### src/rtl/mseq_pkg.sv
`timescale 1ns/1ps
// Package: shared encodings for the microprogram next-address sequencer.
// Assumes 2-bit branch-kind, test-select and source-select codes.
package mseq_pkg;
    typedef enum logic [1:0] {
        BK_JUMP = 2'b00,
        BK_CALL = 2'b01,
        BK_RET  = 2'b10,
        BK_MAP  = 2'b11
    } branch_kind_e;

    typedef enum logic [1:0] {
        CS_ALWAYS   = 2'b00,
        CS_INDIRECT = 2'b01,
        CS_SIGN     = 2'b10,
        CS_ZERO     = 2'b11
    } cond_sel_e;

    typedef enum logic [1:0] {
        SRC_INC    = 2'b00,
        SRC_BRANCH = 2'b01,
        SRC_RETURN = 2'b10,
        SRC_MAP    = 2'b11
    } src_sel_e;
endpackage

### src/rtl/mseq_cond_mux.sv
`timescale 1ns/1ps
// Module: mseq_cond_mux
// Picks the one status bit that the current microinstruction tests.
// Assumes a 2-bit selector and four status inputs, the first tied to 1.
module mseq_cond_mux
    import mseq_pkg::*;
(
    input  logic [1:0] cond_sel,
    input  logic       ind_bit,
    input  logic       acc_sign,
    input  logic       acc_zero,
    output logic       test_bit
);
    // Four-input multiplexer over the status sources.
    always_comb begin
        case (cond_sel_e'(cond_sel))
            CS_ALWAYS:   test_bit = 1'b1;
            CS_INDIRECT: test_bit = ind_bit;
            CS_SIGN:     test_bit = acc_sign;
            default:     test_bit = acc_zero;
        endcase
    end
endmodule

### src/rtl/mseq_select_logic.sv
`timescale 1ns/1ps
// Module: mseq_select_logic
// Turns the branch kind and the tested bit into the address-source select
// and the return-register load enable, using closed-form equations.
// Assumes the encodings in mseq_pkg.
module mseq_select_logic
    import mseq_pkg::*;
(
    input  logic [1:0] branch_kind,
    input  logic       test_bit,
    output src_sel_e   src_sel,
    output logic       sbr_load
);
    logic sel_hi;
    logic sel_lo;

    // Source select: upper bit follows the kind, lower bit mixes in the test.
    always_comb begin
        sel_hi   = branch_kind[1];
        sel_lo   = (~branch_kind[1] & test_bit) | (branch_kind[1] & branch_kind[0]);
        src_sel  = src_sel_e'({sel_hi, sel_lo});
        sbr_load = ~branch_kind[1] & branch_kind[0] & test_bit;
    end
endmodule

### src/rtl/mseq_addr_mux.sv
`timescale 1ns/1ps
// Module: mseq_addr_mux
// Four-way source multiplexer for the next control address, including
// the opcode mapping {0, opcode, zeros}.
// Assumes ADDR_W = 1 + OP_W + (number of zero LSBs), with at least one zero LSB.
module mseq_addr_mux
    import mseq_pkg::*;
#(
    parameter int ADDR_W = 7,
    parameter int OP_W   = 4
) (
    input  src_sel_e          src_sel,
    input  logic [ADDR_W-1:0] car_inc,
    input  logic [ADDR_W-1:0] branch_addr,
    input  logic [ADDR_W-1:0] sbr,
    input  logic [OP_W-1:0]   opcode,
    output logic [ADDR_W-1:0] next_addr
);
    localparam int PAD_W = ADDR_W - 1 - OP_W;

    logic [ADDR_W-1:0] mapped;

    // Opcode mapping: MSB cleared, opcode in the middle, PAD_W zero LSBs.
    always_comb mapped = {1'b0, opcode, {PAD_W{1'b0}}};

    // Route the selected source to the next address.
    always_comb begin
        case (src_sel)
            SRC_INC:    next_addr = car_inc;
            SRC_BRANCH: next_addr = branch_addr;
            SRC_RETURN: next_addr = sbr;
            default:    next_addr = mapped;
        endcase
    end
endmodule

### src/rtl/mseq_next_addr.sv
`timescale 1ns/1ps
// Module: mseq_next_addr (top)
// Holds the control address register and the single subroutine return
// register, and advances CAR once per clock from one of four sources.
// Assumes the microinstruction fields are stable before each rising edge,
// and a synchronous active-low reset.
module mseq_next_addr
    import mseq_pkg::*;
#(
    parameter int ADDR_W     = 7,
    parameter int OP_W       = 4,
    parameter int RESET_ADDR = 64
) (
    input  logic              clk,
    input  logic              rst_n,
    input  logic [1:0]        cond_sel,
    input  logic [1:0]        branch_kind,
    input  logic [ADDR_W-1:0] branch_addr,
    input  logic              ind_bit,
    input  logic [OP_W-1:0]   opcode,
    input  logic              acc_sign,
    input  logic              acc_zero,
    output logic [ADDR_W-1:0] car
);
    localparam logic [ADDR_W-1:0] RST_CAR = ADDR_W'(RESET_ADDR);
    localparam logic [ADDR_W-1:0] ONE     = ADDR_W'(1);

    logic [ADDR_W-1:0] car_q;
    logic [ADDR_W-1:0] sbr_q;
    logic [ADDR_W-1:0] car_inc;
    logic [ADDR_W-1:0] next_addr;
    logic              test_bit;
    logic              sbr_load;
    src_sel_e          src_sel;

    // Incrementer; it wraps naturally at the top of the store.
    always_comb car_inc = car_q + ONE;

    mseq_cond_mux u_cond (
        .cond_sel (cond_sel),
        .ind_bit  (ind_bit),
        .acc_sign (acc_sign),
        .acc_zero (acc_zero),
        .test_bit (test_bit)
    );

    mseq_select_logic u_sel (
        .branch_kind (branch_kind),
        .test_bit    (test_bit),
        .src_sel     (src_sel),
        .sbr_load    (sbr_load)
    );

    mseq_addr_mux #(
        .ADDR_W (ADDR_W),
        .OP_W   (OP_W)
    ) u_mux (
        .src_sel     (src_sel),
        .car_inc     (car_inc),
        .branch_addr (branch_addr),
        .sbr         (sbr_q),
        .opcode      (opcode),
        .next_addr   (next_addr)
    );

    // Control address register: reset to the fetch entry, else advance.
    always_ff @(posedge clk) begin
        if (!rst_n) car_q <= RST_CAR;
        else        car_q <= next_addr;
    end

    // Return register: cleared on reset, loaded with CAR+1 on a taken call.
    always_ff @(posedge clk) begin
        if (!rst_n)        sbr_q <= '0;
        else if (sbr_load) sbr_q <= car_inc;
    end

    assign car = car_q;
endmodule

### config.mk
export PLATFORM = sky130hd
export DESIGN_NAME = mseq_next_addr
export DESIGN_NICKNAME = d
export VERILOG_FILES = /design/src/rtl/mseq_pkg.sv /design/src/rtl/mseq_cond_mux.sv /design/src/rtl/mseq_select_logic.sv /design/src/rtl/mseq_addr_mux.sv /design/src/rtl/mseq_next_addr.sv
export SDC_FILE = /design/constraint.sdc
export NUM_CORES = 1
export LEC_CHECK = 0
export ABC_CLOCK_PERIOD_IN_PS = 1400
export BUFFER_PORTS_ARGS = -buffer_cell sky130_fd_sc_hd__buf_2
export CORE_MARGIN = 2
export CORE_UTILIZATION = 40
export CTS_BUF_LIST = sky130_fd_sc_hd__clkbuf_16
export DETAILED_ROUTE_END_ITERATION = 7
export MAX_ROUTING_LAYER = met4
export PLACE_DENSITY_LB_ADDON = 0.25
export SETUP_SLACK_MARGIN = 0.02
export SYNTH_ARGS = -nofsm -noshare
export SYNTH_HDL_FRONTEND = slang
export SYNTH_SLANG_ARGS = --single-unit
### constraint.sdc
create_clock -name clk -period 1.4 [get_ports clk]
set_input_delay 0.14 -clock clk [delete_from_list [all_inputs] [get_ports clk]]
set_output_delay 0.14 -clock clk [all_outputs]
set_load 0.05 [all_outputs]
==> run_results.csv <==
group,metric,value,unit
clock_tree,cts_buffer_depth,2,
synth,synthTopCellsByArea,"dfxtp_1, o21ai_0, a211oi_2",
die,pin_count,27,
drt,drtPass1Iterations,4,
synth,yosysSeqAreaShare,38.4,%
drt,route.detailed.wl_per_inst,12.6,um
clock_tree,post_cts_buffers,0,
layout,n_fill_cell,163,
synth,synthAdderAreaFrac,1.71,%
sta,tns,0,ns
sta,fmax,798,MHz
die,die_area,2180,um^2
place,place_inst,137,
synth,synth.avg_cell_area,8.70,um^2
sta,slew_violations,0,
status,status,"complete, no violations",
synth,synth_top_family_by_area,"compound AO/OA/AOI/OAI gates",
die,initial_core_util,42.3,%
drt,viasPerCell,5.11,
synth,synth_compound_area_share,31.2,%
setup_path,reg2reg_from,"car[0]$_SDFF_PN0_",
setup_path,critPathKind,"register to register",
clock_tree,cts_buffers,3,
synth,ys_ff_latch,14,
synth,ys_warn_count,0,
pwr,peakVddDrop,0.000729,V
sta,finalSetupViolations,0,
drt,ant_nets,0,
layout,fin_util,58.3,%
layout,drive_gt1_share,37.9,%
setup_path,cp-startpoint,"car[0]$_SDFF_PN0_",
place,pre_cts_slack,-0.0214,ns
sta,worst_slew_pin_slew,0.429,ns
setup_path,crit_fanout,6,
synth,synth_xor_xnor_area_share,4.79,%
layout,final_nets,138,
drt,vias,721,
die,rows,15,
clock_tree,clock_sinks,14,
drt,drc,0,
sta,layout_setup_ws,0.147,ns
pwr,pwr_density_cell,1200,nW/um^2
setup_path,required,1.56,ns
synth,async_reset_ff_share,0,%
synth,netlist_area,731,um^2
synth,yosysMostFrequentCell,"dfxtp_1",
pwr,power,1.21,mW
synth,yosysUniqueCellTypes,27,
clock_tree,clock_latency,0.24,ns
place,numPortBuffers,26,
sta,rsz0062_at_grt,"no",
layout,final_design_area_no_fill,1010,um^2
synth,synth_flop_cell,"dfxtp_1",
drt,drt_first_iter_violations,27,
grt,grt_pass1_wl,2770,um
layout,final_cell_count_no_fill,141,
clock_tree,cts_max_level,1,
synth,synth-simple-area-share,17.1,%
sta,slew_headroom,70.5,%
clock_tree,cts_tree,"done",
synth,synth_edf_count,0,
place,dpl.hpwl,1320,um
sta,period_needed,1.25,ns
layout,antenna_cells,0,
sta,fin_crit_sh,89.5,%
drt,wl,1780,um
synth,synth_top_area_cell,"dfxtp_1",
grt,overflow,0,
grt,grt_pass1_vias,624,
sta,fin_skew,0.00399,ns
synth,synth_top_cells_by_count,"dfxtp_1, nor2_1, o21ai_0, nand2_1",
job,drv_cap,0,
synth,netlist.area_leader.share,38.4,%
grt,grt_start_max_net_pins,14,
clock_tree,clk_pin_slew,0.05,ns
clock_tree,cts-root-buf,"clkbuf_16",
setup_path,startpoint_type,"register",
setup_path,cp-end-kind,"register",
place,place.gp.congestion,0.763,
sta,hold_viol,0,
die,die_height,46.7,um
hold_path,min-delay-start,"branch_addr[6]",
synth,netlist_instances,84,
die,fp.coreArea,1730,um^2
layout,syn2layout_area_growth,37.8,%
grt,grtUsageTotal,19.8,%
synth,muxShareOfSynthArea,2.74,%
setup_path,worst-endpoint-arrival,1.42,ns
die,die_w,46.7,um
synth,synth_fp_nets,105,
hold_path,hold_path.class,"input pin to register",
sta,whs,0.155,ns
grt,antenna_found_initial,0,
pwr,leakage,0.413,nW
place,placed_area,913,um^2
==> timing repair <==
item	CTS	global route
hold buffers	0	0
endpoints found under the setup margin	0	1
endpoints found under the hold margin	0	0
gates resized for setup	0	3
==> cell usage in the layout (no fill, tap or decap), drive strengths merged, types with 2 or more instances in the layout <==
| cell | Yosys | routed |
|---|---|---|
| xnor2 | 2 | 2 |
| a211oi | 5 | 5 |
| mux2i | 2 | 2 |
| nor2 | 10 | 10 |
| o21ai | 11 | 11 |
| inv | 4 | 5 |
| xor2 | 2 | 2 |
| dfxtp | 14 | 14 |
| nand3 | 3 | 3 |
| nand2 | 8 | 8 |
| buf | 1 | 30 |
| a21oi | 3 | 3 |
| clkbuf | 1 | 3 |
| nand2b | 3 | 3 |
| a31oi | 4 | 4 |
| a222oi | 2 | 2 |
==> registers in the layout, summed over array words and instances, names as in the netlist <==
name and count:
car 7, sbr_q 7
==> final timing paths <==
| check | cells past startpoint | slack (ns) | end |
|---|---|---|---|
| worst max-delay path | 5 | 0.15 | car[4]$_SDFF_PN0_ |
| worst min-delay path | 3 | 0.15 | car[6]$_SDFF_PN1_ |
| worst max register to register | 5 | 0.15 | car[4]$_SDFF_PN0_ |
| worst min register to register | 1 | 0.50 | sbr_q[0]$_SDFFE_PN0P_ |
==> report_power, final <==
| part | switching [mW] | internal (mW) | leakage [nW] | total [mW] |
|---|---|---|---|---|
| sequential | 0.0229 | 0.428 | 0.117 | 0.451 |
| clock | 0.156 | 0.376 | 0.0423 | 0.533 |
| combinational | 0.141 | 0.0857 | 0.254 | 0.227 |
| total | 0.320 | 0.890 | 0.413 | 1.21 |
==> per-layer routing <==
layer	track usage [%]	wire [um]	vias up
met2	30.0	826	26
li1	-	-	372
met3	5.77	133	5
met5	-	0	-
met1	23.8	783	318
met4	10.0	35	0
==> worst max-delay path, cell delays in order (launching register included) <==
cell and delay (ns):
dfxtp_4 0.37, ha_1 0.20, nand3_2 0.13, xor2_2 0.18, nand2b_1 0.15, a31oi_1 0.14
==> area by class of cell <==
type                            count  area (um^2)  area share (%)
Multi-Input combinational cell     64          435            43.2
Tap cell                           25         31.3            3.11
Inverter                            4         15.0            1.49
Sequential cell                    14          287            28.4
Timing Repair Buffer               30          160            15.9
Clock inverter                      1         3.75           0.373
Clock buffer                        3         75.1            7.45
==> cells by family after synthesis <==
family          count (synthesis)
fa+ha+maj                       1
compound gates                 30
xor+xnor                        4
buf+inv                         6
simple gates                   27
mux                             2
flops                          14
(Power assumes the default switching activity.)
